File: src/rtl/amo_pkg.sv
package amo_pkg;

   localparam logic [2:0] CLS_STORE_REG = 3'd3;
   localparam logic [2:0] MODE_ATOMIC   = 3'd6;
   localparam logic [1:0] SZ_WORD       = 2'b00;
   localparam logic [1:0] SZ_DWORD      = 2'b11;

   localparam logic [7:0] IMM_ADD  = 8'h00;
   localparam logic [7:0] IMM_OR   = 8'h40;
   localparam logic [7:0] IMM_AND  = 8'h50;
   localparam logic [7:0] IMM_XOR  = 8'ha0;
   localparam logic [7:0] IMM_XCHG = 8'he0;
   localparam logic [7:0] IMM_CMPX = 8'hf0;

   typedef enum logic [2:0] {
      ST_IDLE,
      ST_READ,
      ST_MODIFY,
      ST_WRITE,
      ST_DONE
   } amo_state_e;

   typedef enum logic [2:0] {
      OP_ADD,
      OP_OR,
      OP_AND,
      OP_XOR,
      OP_XCHG,
      OP_CMPX
   } amo_op_e;

   typedef struct packed {
      amo_op_e op;
      logic    fetch;
      logic    dw;
      logic    illegal;
   } amo_dec_t;

endpackage

File: src/rtl/amo_decode.sv
module amo_decode
   import amo_pkg::*;
#(
   parameter bit SUPPORT_DW = 1'b1
) (
   input  logic [7:0]  opcode,
   input  logic [31:0] imm,
   output amo_dec_t    dec
);

   logic [2:0] cls;
   logic [2:0] mode;
   logic [1:0] sz;
   logic       size_ok;
   logic       imm_ok;
   logic [7:0] imm_base;

   assign cls      = opcode[2:0];
   assign mode     = opcode[7:5];
   assign sz       = opcode[4:3];
   assign imm_base = {imm[7:1], 1'b0};

   generate
      if (SUPPORT_DW) begin : g_both_sizes
         assign size_ok = (sz == SZ_WORD) || (sz == SZ_DWORD);
      end else begin : g_word_only
         assign size_ok = (sz == SZ_WORD);
      end
   endgenerate

   always_comb begin
      dec       = '0;
      dec.op    = OP_ADD;
      dec.fetch = imm[0];
      dec.dw    = (sz == SZ_DWORD);
      imm_ok    = 1'b1;
      case (imm_base)
         IMM_ADD:  dec.op = OP_ADD;
         IMM_OR:   dec.op = OP_OR;
         IMM_AND:  dec.op = OP_AND;
         IMM_XOR:  dec.op = OP_XOR;
         IMM_XCHG: begin
            dec.op = OP_XCHG;
            imm_ok = imm[0];
         end
         IMM_CMPX: begin
            dec.op = OP_CMPX;
            imm_ok = imm[0];
         end
         default:  imm_ok = 1'b0;
      endcase
      dec.illegal = !((cls == CLS_STORE_REG) && (mode == MODE_ATOMIC) &&
                      size_ok && imm_ok && (imm[31:8] == 24'd0));
   end

endmodule

File: src/rtl/amo_alu.sv
module amo_alu
   import amo_pkg::*;
#(
   parameter int XLEN = 64
) (
   input  amo_op_e         op,
   input  logic            dw,
   input  logic [XLEN-1:0] old_val,
   input  logic [XLEN-1:0] operand,
   input  logic [XLEN-1:0] expect_val,
   output logic [XLEN-1:0] new_val,
   output logic            do_write
);

   localparam int HALF = XLEN / 2;

   logic [XLEN-1:0] opnd_m;
   logic [XLEN-1:0] raw;
   logic            match;

   assign opnd_m = dw ? operand : {{HALF{1'b0}}, operand[HALF-1:0]};
   assign match  = dw ? (old_val == expect_val)
                      : (old_val[HALF-1:0] == expect_val[HALF-1:0]);

   always_comb begin
      raw      = opnd_m;
      do_write = 1'b1;
      case (op)
         OP_ADD:  raw = old_val + opnd_m;
         OP_OR:   raw = old_val | opnd_m;
         OP_AND:  raw = old_val & opnd_m;
         OP_XOR:  raw = old_val ^ opnd_m;
         OP_XCHG: raw = opnd_m;
         OP_CMPX: begin
            raw      = opnd_m;
            do_write = match;
         end
         default: raw = opnd_m;
      endcase
   end

   assign new_val = dw ? raw : {{HALF{1'b0}}, raw[HALF-1:0]};

endmodule

File: src/rtl/amo_seq_fsm.sv
module amo_seq_fsm
   import amo_pkg::*;
(
   input  logic       clk,
   input  logic       rst_n,
   input  logic       start,
   input  logic       fault,
   output amo_state_e state
);

   amo_state_e nxt;

   always_comb begin
      nxt = state;
      case (state)
         ST_IDLE:   if (start) nxt = fault ? ST_DONE : ST_READ;
         ST_READ:   nxt = ST_MODIFY;
         ST_MODIFY: nxt = ST_WRITE;
         ST_WRITE:  nxt = ST_DONE;
         ST_DONE:   nxt = ST_IDLE;
         default:   nxt = ST_IDLE;
      endcase
   end

   always_ff @(posedge clk or negedge rst_n) begin
      if (!rst_n) state <= ST_IDLE;
      else        state <= nxt;
   end

   a_r5_read_then_modify: assert property (@(posedge clk) disable iff (!rst_n)
      state == ST_READ |=> state == ST_MODIFY);
   a_r5_modify_then_write: assert property (@(posedge clk) disable iff (!rst_n)
      state == ST_MODIFY |=> state == ST_WRITE);
   a_r5_write_then_done: assert property (@(posedge clk) disable iff (!rst_n)
      state == ST_WRITE |=> state == ST_DONE);

endmodule

File: src/rtl/amo_seq_unit.sv
module amo_seq_unit
   import amo_pkg::*;
#(
   parameter int XLEN       = 64,
   parameter int RIDX_W     = 4,
   parameter bit SUPPORT_DW = 1'b1
) (
   input  logic              clk,
   input  logic              rst_n,
   input  logic              req_valid,
   input  logic [7:0]        req_opcode,
   input  logic [31:0]       req_imm,
   input  logic [XLEN-1:0]   req_base,
   input  logic [15:0]       req_off,
   input  logic [XLEN-1:0]   req_src,
   input  logic [XLEN-1:0]   req_r0,
   input  logic [RIDX_W-1:0] req_src_idx,
   output logic              busy,
   output logic              mem_en,
   output logic              mem_we,
   output logic              mem_dw,
   output logic              mem_lock,
   output logic [XLEN-1:0]   mem_addr,
   output logic [XLEN-1:0]   mem_wdata,
   input  logic [XLEN-1:0]   mem_rdata,
   output logic              done,
   output logic              wb_en,
   output logic [RIDX_W-1:0] wb_idx,
   output logic [XLEN-1:0]   wb_data,
   output logic              err_illegal,
   output logic              err_misalign
);

   localparam int HALF  = XLEN / 2;
   localparam int OFF_W = 16;

   generate
      if (XLEN != 64) begin : g_bad_xlen
         $error("amo_seq_unit: XLEN must be 64");
      end
      if (RIDX_W < 4) begin : g_bad_ridx
         $error("amo_seq_unit: RIDX_W must hold 16 registers");
      end
   endgenerate

   amo_state_e state;
   amo_dec_t   dec_in;
   amo_dec_t   r_dec;

   logic [XLEN-1:0]   eff_addr;
   logic              misal;
   logic              accept;
   logic [XLEN-1:0]   r_addr, r_src, r_r0, r_old, r_new;
   logic [RIDX_W-1:0] r_idx;
   logic              r_ill, r_mis, r_wr;
   logic [XLEN-1:0]   old_ext, alu_new;
   logic              alu_wr;

   amo_decode #(.SUPPORT_DW(SUPPORT_DW)) u_dec (
      .opcode (req_opcode),
      .imm    (req_imm),
      .dec    (dec_in)
   );

   assign eff_addr = req_base + {{(XLEN-OFF_W){req_off[OFF_W-1]}}, req_off};
   assign misal    = dec_in.dw ? (eff_addr[2:0] != 3'd0) : (eff_addr[1:0] != 2'd0);
   assign accept   = req_valid && (state == ST_IDLE);

   amo_seq_fsm u_fsm (
      .clk   (clk),
      .rst_n (rst_n),
      .start (accept),
      .fault (dec_in.illegal | misal),
      .state (state)
   );

   assign old_ext = r_dec.dw ? mem_rdata : {{HALF{1'b0}}, mem_rdata[HALF-1:0]};

   amo_alu #(.XLEN(XLEN)) u_alu (
      .op         (r_dec.op),
      .dw         (r_dec.dw),
      .old_val    (old_ext),
      .operand    (r_src),
      .expect_val (r_r0),
      .new_val    (alu_new),
      .do_write   (alu_wr)
   );

   always_ff @(posedge clk or negedge rst_n) begin
      if (!rst_n) begin
         r_dec  <= '0;
         r_addr <= '0;
         r_src  <= '0;
         r_r0   <= '0;
         r_idx  <= '0;
         r_ill  <= 1'b0;
         r_mis  <= 1'b0;
         r_old  <= '0;
         r_new  <= '0;
         r_wr   <= 1'b0;
      end else begin
         if (accept) begin
            r_dec  <= dec_in;
            r_addr <= eff_addr;
            r_src  <= req_src;
            r_r0   <= req_r0;
            r_idx  <= req_src_idx;
            r_ill  <= dec_in.illegal;
            r_mis  <= !dec_in.illegal && misal;
            r_wr   <= 1'b0;
         end
         if (state == ST_MODIFY) begin
            r_old <= old_ext;
            r_new <= alu_new;
            r_wr  <= alu_wr;
         end
      end
   end

   assign busy      = (state != ST_IDLE);
   assign mem_lock  = (state == ST_READ) || (state == ST_MODIFY) || (state == ST_WRITE);
   assign mem_we    = (state == ST_WRITE) && r_wr;
   assign mem_en    = (state == ST_READ) || mem_we;
   assign mem_dw    = r_dec.dw;
   assign mem_addr  = r_addr;
   assign mem_wdata = r_new;

   assign done         = (state == ST_DONE);
   assign err_illegal  = done && r_ill;
   assign err_misalign = done && r_mis;
   assign wb_en        = done && r_dec.fetch && !r_ill && !r_mis;
   assign wb_idx       = (r_dec.op == OP_CMPX) ? '0 : r_idx;
   assign wb_data      = r_old;

   a_r1_idle_quiet: assert property (@(posedge clk) disable iff (!rst_n)
      !busy |-> (!mem_en && !done && !mem_lock));
   a_r1_done_single: assert property (@(posedge clk) disable iff (!rst_n)
      done |=> !done);
   a_r5_access_locked: assert property (@(posedge clk) disable iff (!rst_n)
      mem_en |-> mem_lock);
   a_r5_write_after_read: assert property (@(posedge clk) disable iff (!rst_n)
      (mem_en && mem_we) |-> $past(mem_en && !mem_we, 2));
   a_r4_dw_aligned: assert property (@(posedge clk) disable iff (!rst_n)
      (mem_en && mem_dw) |-> (mem_addr[2:0] == 3'd0));
   a_r4_w_aligned: assert property (@(posedge clk) disable iff (!rst_n)
      (mem_en && !mem_dw) |-> (mem_addr[1:0] == 2'd0));
   a_r10_one_error: assert property (@(posedge clk) disable iff (!rst_n)
      done |-> !(err_illegal && err_misalign));
   a_r10_no_wb_on_error: assert property (@(posedge clk) disable iff (!rst_n)
      wb_en |-> (done && !err_illegal && !err_misalign));

endmodule

File: config.mk
export PLATFORM = sky130hd
export DESIGN_NAME = amo_seq_unit
export DESIGN_NICKNAME = d
export VERILOG_FILES = /design/src/rtl/amo_pkg.sv /design/src/rtl/amo_decode.sv /design/src/rtl/amo_alu.sv /design/src/rtl/amo_seq_fsm.sv /design/src/rtl/amo_seq_unit.sv
export SDC_FILE = /design/constraint.sdc
export NUM_CORES = 1
export LEC_CHECK = 0
export BUFFER_PORTS_ARGS = -buffer_cell sky130_fd_sc_hd__buf_2
export CAP_MARGIN = 20
export CORE_ASPECT_RATIO = 1.1
export CORE_MARGIN = 4
export CORE_UTILIZATION = 40
export DETAILED_ROUTE_END_ITERATION = 10
export GPL_TIMING_DRIVEN = 0
export PLACE_DENSITY = 0.68
export SLEW_MARGIN = 10
export SYNTH_ARGS = -nofsm -noshare
export SYNTH_HDL_FRONTEND = slang
export SYNTH_SLANG_ARGS = --single-unit
File: constraint.sdc
create_clock -name clk -period 7.2 [get_ports clk]
set_clock_uncertainty 0.05 [all_clocks]
set_input_delay 0 -clock clk [delete_from_list [all_inputs] [get_ports clk]]
set_output_delay 0 -clock clk [all_outputs]
set_load 0.05 [all_outputs]
==> results of run 1 <==
[cells by family (layout without fill, tap and decap cells)]
group                      after synthesis  in the layout  share of synthesized area [%]
muxes                                   55             55                          2.469
buffers and inverters                  338           1182                          5.373
AOI/OAI and AO/OA                      881            881                          22.65
and+or+nand+nor                       1100           1100                          19.48
other                                    0              6                              0
DFF                                    335            335                          34.75
xor gates and xnor gates               179            179                          6.498
adders and majority gates              169            169                          8.775
[sequential cells by signal (all words and copies together), names as in the netlist]
register / flops
r_idx: 4
r_r0: 64
r_src: 64
mem_wdata: 64
wb_data: 64
mem_addr: 64
r_dec: 4
r_ill: 1
u_fsm.state: 3
r_mis: 1
mem_dw: 1
r_wr: 1
[power breakdown]
| group | internal (mW) | switching [mW] | leakage, nW |
|---|---|---|---|
| Sequential | 2.07 | 0.147 | 3.72 |
| Combinational | 0.776 | 1.48 | 10.7 |
| Clock | 1.42 | 0.890 | 0.712 |
| Total | 4.26 | 2.51 | 15.1 |
[through the flow]
step / setup WS [ns] / setup TNS, ns
final: 0.1575 / 0
after global routing: 0.08470 / 0
after CTS: 0.4547 / 0
after detailed placement: 0.4420 / 0
after global placement: -0.8289 / -260.64
after floorplan: 2.488 / 0
[area by class of cell]
cell class              instances  area [sq um]  share of cell area, %
inverters                     145         544.3                  1.711
well taps                     768         960.9                  3.020
plain buffers                 193         753.2                  2.367
flip-flops and latches        335          8383                  26.35
diodes                          6         15.01                0.04719
clock buffers                  48          1102                  3.465
clock inverters                23         369.1                  1.160
multi-input cells            2384         14450                  45.40
repair buffers                773          5243                  16.48
[how the worst max path moves through the flow]
stage	from	end	slack [ns]
global placement	rst_n	mem_addr[25]$_DFFE_PN0P_	-0.83
global route	mem_dw$_DFFE_PN0P_	mem_wdata[60]$_DFFE_PN0P_	0.08
CTS	mem_dw$_DFFE_PN0P_	mem_wdata[60]$_DFFE_PN0P_	0.45
detailed placement	mem_dw$_DFFE_PN0P_	mem_wdata[60]$_DFFE_PN0P_	0.44
finish	mem_dw$_DFFE_PN0P_	mem_wdata[51]$_DFFE_PN0P_	0.16
floorplan	mem_dw$_DFFE_PN0P_	mem_wdata[63]$_DFFE_PN0P_	2.49
[cell usage in the layout (no fill, tap or decap), types with 11 or more instances in the layout]
| cell type | count |
|---|---|
| sky130_fd_sc_hd__nand2b_1 | 20 |
| sky130_fd_sc_hd__a21o_1 | 57 |
| sky130_fd_sc_hd__and3_1 | 21 |
| sky130_fd_sc_hd__a211oi_1 | 18 |
| sky130_fd_sc_hd__inv_1 | 145 |
| sky130_fd_sc_hd__a221oi_1 | 15 |
| sky130_fd_sc_hd__nand2_1 | 724 |
| sky130_fd_sc_hd__o221ai_1 | 23 |
| sky130_fd_sc_hd__clkbuf_16 | 41 |
| sky130_fd_sc_hd__mux2_2 | 16 |
| sky130_fd_sc_hd__clkbuf_1 | 166 |
| sky130_fd_sc_hd__o22a_1 | 15 |
| sky130_fd_sc_hd__dfrtp_1 | 335 |
| sky130_fd_sc_hd__nor2_1 | 119 |
| sky130_fd_sc_hd__buf_1 | 11 |
| sky130_fd_sc_hd__and2_1 | 16 |
| sky130_fd_sc_hd__ha_1 | 162 |
| sky130_fd_sc_hd__mux2i_1 | 37 |
| sky130_fd_sc_hd__a31oi_1 | 26 |
| sky130_fd_sc_hd__dlygate4sd3_1 | 257 |
| sky130_fd_sc_hd__nor2b_1 | 17 |
| sky130_fd_sc_hd__xor2_1 | 69 |
| sky130_fd_sc_hd__xnor2_1 | 110 |
| sky130_fd_sc_hd__nand3_1 | 70 |
| sky130_fd_sc_hd__o21a_1 | 23 |
| sky130_fd_sc_hd__buf_2 | 527 |
| sky130_fd_sc_hd__o21ai_0 | 292 |
| sky130_fd_sc_hd__o31ai_1 | 12 |
| sky130_fd_sc_hd__o21bai_1 | 19 |
| sky130_fd_sc_hd__nor4_1 | 15 |
| sky130_fd_sc_hd__a22oi_1 | 20 |
| sky130_fd_sc_hd__nand4_1 | 34 |
| sky130_fd_sc_hd__nor3_1 | 27 |
| sky130_fd_sc_hd__o211ai_1 | 28 |
| sky130_fd_sc_hd__o21ai_1 | 62 |
| sky130_fd_sc_hd__nand3b_1 | 11 |
| sky130_fd_sc_hd__a21oi_1 | 184 |
[routing by layer]
layer / vias up / GRT usage, %
li1: 12260 / -
met1: 12680 / 39.66
met2: 1430 / 56.66
met3: 320 / 6.886
met4: 4 / 17.10
met5: - / 0
==> impl_results.md, run 1 <==
- Ratio of total power to cell area: 212.9 nW/um^2
- Worst path slowest cell: sky130_fd_sc_hd__buf_1
- Die Y: 265.6 um
- Largest stage delay, worst path: 0.64 ns
- Worst Max-Slew Pin Slew: 1.213 ns
- Setup bufs post-CTS: 0
- Die area: 64310 sq um
- Remaining design rule violation count: 0
- Leading cell types by total area after synthesis: sky130_fd_sc_hd__dfrtp_1 35%, sky130_fd_sc_hd__nand2_1 11%, sky130_fd_sc_hd__ha_1 8.4%, sky130_fd_sc_hd__o21ai_0 6.1%, sky130_fd_sc_hd__xnor2_1 4.0%
- Total via count after detailed routing: 26690
- Share of flip-flops with an asynchronous set or reset: 100.0%
- Number of enable flip-flop cells after synthesis: 0
- Placement Cell Area: 27760 sq um
- GRT Residual Overflow: 0
- Worst hold margin: -0.03341 ns
- Count of cell instances traversed by the critical path: 20
- Ratio of cells with drive above 1 in the final layout: 16.56%
- Largest net degree at the start of global routing: 104
- Top cell family by delay on the critical path: buffers and inverters
- Yosys Warn Count: 0
- Global routing usage summed across all routing layers: 33.16%
- Top sig layer: met5
- Flip-flop and latch count after synthesis: 335
- Starting utilization of the core area: 40.38%
- Failing checks: negative hold slack
- # port buffers: 512
- Arrival time of the worst setup path: 7.41 ns
- Non-filler instance count after layout: 4675
- Number of nets with antenna violations after routing: 0
- Result of the run: complete, but fails checks
- Proportion of netlist area held by the largest area contributor: 34.75%
- Initial DRC Count: 2675
- Max FO, Critical Path: 10
- Htree depth: 2
- Hold Fails Final Rpt: 16
- Layout area overhead: 31.88%
- Insertion delay of the later-clocked pin in the worst-skew pair: 0.58 ns
- 1st-pass router iterations: 7
- Post-synthesis instance area: 24130 sq um
- Final weighted congestion of routability-driven global placement: 1.021
- Crit Path Category: register to register
- Total power: 6.775 mW
- Final #Nets: 4356
- Number of gates resized after CTS: 0
- Cell-by-cell listing of the critical path: buf_2 -> clkbuf_1 -> buf_2 -> clkbuf_1 -> buf_2 -> clkbuf_1 -> buf_1 -> nand2_1 -> ha_1 -> inv_1 -> o21ai_0 -> o21ai_0 -> o21ai_0 -> a22o_1 -> a21oi_2 -> o21ai_1 -> nor2b_1 -> nor2_1 -> xor2_1 -> o221ai_1
- Length of routed wiring on met1: 42620 um
- CTS clock-pin slew for the worst setup and hold paths: 0.06 ns
- Critical register-to-register path startpoint: mem_dw$_DFFE_PN0P_
- Wire length per cell after detailed routing: 23.76 um
- Unrepaired setup endpoints after global routing: false
- Element type at the critical path start: register
- Area of all placed cells without fillers: 31820 sq um
- Headroom to the max-slew limit: 19.16%
- Max-cap violations: 0
- Worst-case register-to-register setup slack: 0.16 ns
- Static Leakage: 15.10 nW
- Root buffer cell: sky130_fd_sc_hd__clkbuf_16
- Highest clock rate: 0.1420 GHz
- Dpl cells: 4341
- Leading cell type by number of instances after synthesis: sky130_fd_sc_hd__nand2_1
- Min cycle time layout: 7.042 ns
- Post-synthesis average cell area: 7.892 sq um
- Clock tree from TritonCTS: yes
- Met3 wire length: 9347 um
- Wire length of the first global-routing pass: 163500 um
- Ratio of final minimum period to clock period: 97.81%
- Via count of the first global-routing pass: 26660
- Total CTS buffers: 41
- R2R depth: 20
- Critical Path Sink Type: register
- Width of the die: 242.2 um
- Cell variety after synth: 87
- Data required time at the worst endpoint: 7.57 ns
- Count of clock tree sinks: 335
- Reg2Reg Capture Point: mem_wdata[51]$_DFFE_PN0P_
- Crit path buffers/inverters: 8
- Number of I/O pins: 524
- Antenna violations before repair: 6
- Most frequent cells after synthesis: 724 x sky130_fd_sc_hd__nand2_1, 335 x sky130_fd_sc_hd__dfrtp_1, 292 x sky130_fd_sc_hd__o21ai_0
- Worst VDD drop: 0.0001524 V
- Area of the core: 59750 sq um
- Fin util: 53.25%
- Routed wire length: 111100 um
- Most used DFF post-synth: sky130_fd_sc_hd__dfrtp_1
- Biggest area consumer among synthesized cells: sky130_fd_sc_hd__dfrtp_1
- Number of buffers added to fix hold violations after cts: 257
- Syn Nets: 3540
- Via count normalized by instance count: 5.710
- Cell Rows: 94
- Number of setup violations in the final report: 0
- Number of pins exceeding their max-slew limit in the final report: 0
- Max clock buf depth: 3
- Path class of the lowest-slack min-delay path: input port to asynchronous set/reset pin
- Number of cells produced by synthesis: 3057
- Seq/Total Area, Yosys: 34.75%
- Detail Route met2 WL: 52630 um
- Number of filler cells placed in the layout: 5770
- Post-detailed-placement half-perimeter wirelength: 83750 um
Power figures use the tool's default switching activity.
==> inputs of run 2 (changes only) <==
--- a/config.mk
+++ b/config.mk
@@ -12,7 +12,7 @@
 export CORE_UTILIZATION = 40
 export DETAILED_ROUTE_END_ITERATION = 10
 export GPL_TIMING_DRIVEN = 0
-export PLACE_DENSITY = 0.68
+export PLACE_DENSITY = 0.58
 export SLEW_MARGIN = 10
 export SYNTH_ARGS = -nofsm -noshare
 export SYNTH_HDL_FRONTEND = slang
==> run 2 against run 1 <==
  * The run still ends with negative hold slack left
  * Fmax is 0.24% higher
  * Sequential cell count stayed put
  * Global-route usage is 0.10 points higher
  * Final area is 0.19% higher
  * Hold slack better by 0.018 ns
  * Setup slack better by 0.017 ns
  * Combinational power hardly changed
  * Clock power is 3% lower
  * Cell count is 0.19% higher
  * Largest cell class unchanged
  * Highest routed layer unchanged
==> impl_results.md, run 2 (synthesis results as in run 1) <==
- Total CTS buffers: 41
- Worst-case register-to-register setup slack: 0.17 ns
- Reg2Reg Capture Point: mem_wdata[60]$_DFFE_PN0P_
- Layout area overhead: 32.13%
- Wire length of the first global-routing pass: 164400 um
- Max clock buf depth: 3
- Largest net degree at the start of global routing: 102
- Remaining design rule violation count: 0
- Critical path startpoint: mem_dw$_DFFE_PN0P_
- Worst path slowest cell: sky130_fd_sc_hd__buf_1
- Fin util: 53.35%
- Total negative setup slack: 0 ns
- Width of the die: 242.2 um
- Data required time at the worst endpoint: 7.56 ns
- Count of cell instances traversed by the critical path: 19
- Antenna violations before repair: 11
- Initial DRC Count: 2056
- Result of the run: complete, but fails checks
- Path class of the lowest-slack min-delay path: input port to register
- Met1 Use GR: 41.78%
- CTS clock-pin slew for the worst setup and hold paths: 0.06 ns
- Area of the core: 59750 sq um
- Htree depth: 2
- Final #Nets: 4365
- Total power: 6.704 mW
- Global routing usage summed across all routing layers: 33.26%
- Routed wire length: 110600 um
- Ratio of final minimum period to clock period: 97.58%
- Worst min-delay path startpoint: req_opcode[3]
- Final weighted congestion of routability-driven global placement: 0.9629
- Min cycle time layout: 7.025 ns
- 1st-pass router iterations: 6
- Largest stage delay, worst path: 0.63 ns
- Via count of the first global-routing pass: 26180
- Most common cell after layout, fill and taps aside: sky130_fd_sc_hd__nand2_1
- Arrival time of the worst setup path: 7.39 ns
- R2R depth: 19
- Grt met2 use: 57.85%
- Total via count after detailed routing: 26050
- Worst Max-Slew Pin Slew: 1.250 ns
- Number of setup violations in the final report: 0
- Area of all placed cells without fillers: 31880 sq um
- Hold-critical path depth: 4
- Insertion delay of the later-clocked pin in the worst-skew pair: 0.59 ns
- Number of filler cells placed in the layout: 5804
- Ratio of total power to cell area: 210.3 nW/um^2
- Count of clock tree sinks: 335
- Commonest cells after routing, fill and taps aside: 724 x sky130_fd_sc_hd__nand2_1, 527 x sky130_fd_sc_hd__buf_2, 335 x sky130_fd_sc_hd__dfrtp_1
- Max FO, Critical Path: 10
- Crit Path Category: register to register
- Ratio of cells with drive above 1 in the final layout: 16.50%
- Via count normalized by instance count: 5.561
- Hold Fails Final Rpt: 1
- Cell Rows: 94
- Starting utilization of the core area: 40.38%
- # port buffers: 512
- Failing checks: negative hold slack
- Most crowded layer after global routing: met2
- Critical register-to-register path startpoint: mem_dw$_DFFE_PN0P_
- Crit path buffers/inverters: 7
- GRT Residual Overflow: 0
- Clock tree from TritonCTS: yes
- Max-cap violations: 0
- Top cell family by delay on the critical path: buffers and inverters
- Number of I/O pins: 524
- Root buffer cell: sky130_fd_sc_hd__clkbuf_16
- Post-detailed-placement half-perimeter wirelength: 85110 um
- Die Y: 265.6 um
- Worst VDD drop: 0.0001673 V
- Sink of the worst hold path: mem_dw$_DFFE_PN0P_
- Area of the multi-input gates: 14450 sq um
- Placement Cell Area: 27770 sq um
- Element type at the critical path start: register
- Global Route met3 Usage: 6.785%
- Unrepaired setup endpoints after global routing: false
- Die area: 64310 sq um
- Static Leakage: 15.12 nW
- Headroom to the max-slew limit: 16.68%
- Critical Path Sink Type: register
- Wire length per cell after detailed routing: 23.61 um
- Worst hold margin: -0.01513 ns
- Cell-by-cell listing of the critical path: buf_2 -> clkbuf_1 -> buf_2 -> clkbuf_1 -> buf_2 -> clkbuf_1 -> buf_1 -> nand2_1 -> ha_1 -> nand2_1 -> nor2_1 -> nand4_1 -> a21oi_1 -> nor2_1 -> o31ai_1 -> a21oi_1 -> o21ai_1 -> xnor2_1 -> o221ai_1
- Number of nets with antenna violations after routing: 0
- Highest clock rate: 0.1423 GHz
- Number of pins exceeding their max-slew limit in the final report: 0
- Area taken by flip-flops and latches: 8383 sq um
-- run 2: how the worst max path moves through the flow --
stage,end,slack (ns)
after floorplan,mem_wdata[63]$_DFFE_PN0P_,2.49
after global placement,mem_addr[53]$_DFFE_PN0P_,-0.92
after detailed placement,mem_wdata[60]$_DFFE_PN0P_,0.52
after CTS,mem_wdata[60]$_DFFE_PN0P_,0.49
after global routing,mem_wdata[60]$_DFFE_PN0P_,0.007
final,mem_wdata[60]$_DFFE_PN0P_,0.17
-- run 2: per-layer routing --
metal | wire length, um | part of all wire, %
met2 | 53350 | 48
met3 | 8335 | 7.5
met4 | 3717 | 3.4
met1 | 45120 | 41
met5 | 69 | 0.062
-- run 2: stage by stage --
stage	cells	hold WS (ns)	worst slack, ns
2_1_floorplan	3057	-0.3456	2.488
3_3_place_gp	4337	0.1412	-0.9197
3_5_place_dp	4342	-0.07423	0.5236
4_1_cts	4682	0.003229	0.4882
5_1_grt	4683	0.02037	0.006508
6_report	4684	-0.01513	0.1745
-- run 2: worst reg2reg max path: stages, from the launching register on --
cell and delay, ns:
sky130_fd_sc_hd__dfrtp_1 0.57, sky130_fd_sc_hd__buf_2 0.33, sky130_fd_sc_hd__clkbuf_1 0.45, sky130_fd_sc_hd__buf_2 0.37
sky130_fd_sc_hd__clkbuf_1 0.43, sky130_fd_sc_hd__buf_2 0.36, sky130_fd_sc_hd__clkbuf_1 0.52, sky130_fd_sc_hd__buf_1 0.63
sky130_fd_sc_hd__nand2_1 0.34, sky130_fd_sc_hd__ha_1 0.49, sky130_fd_sc_hd__nand2_1 0.12, sky130_fd_sc_hd__nor2_1 0.24
sky130_fd_sc_hd__nand4_1 0.13, sky130_fd_sc_hd__a21oi_1 0.21, sky130_fd_sc_hd__nor2_1 0.15, sky130_fd_sc_hd__o31ai_1 0.61
sky130_fd_sc_hd__a21oi_1 0.31, sky130_fd_sc_hd__o21ai_1 0.26, sky130_fd_sc_hd__xnor2_1 0.15, sky130_fd_sc_hd__o221ai_1 0.14
-- run 2: layout make-up --
cell class,count,area share (%)
multi-input cells,2384,45.32
repair buffers,782,16.79
clock inverters,20,0.8949
clock buffers,55,3.603
plain buffers,193,2.359
diodes,2,0.01570
well taps,768,3.014
inverters,145,1.707
flip-flops and latches,335,26.30
-- run 2: report_power, final --
group / leakage (nW) / switching, mW / internal (mW) / total [mW]
combinational: 10.7 / 1.46 / 0.783 / 2.24
clock: 0.699 / 0.907 / 1.35 / 2.25
sequential: 3.72 / 0.144 / 2.07 / 2.21
-- run 2: repair_timing --
item | 4_1_cts | 5_1_grt
setup endpoints to repair | 0 | 0
gates resized for setup | 0 | 0
setup buffers | 0 | 0
hold buffers | 265 | 0
endpoints found under the hold margin | 402 | 0
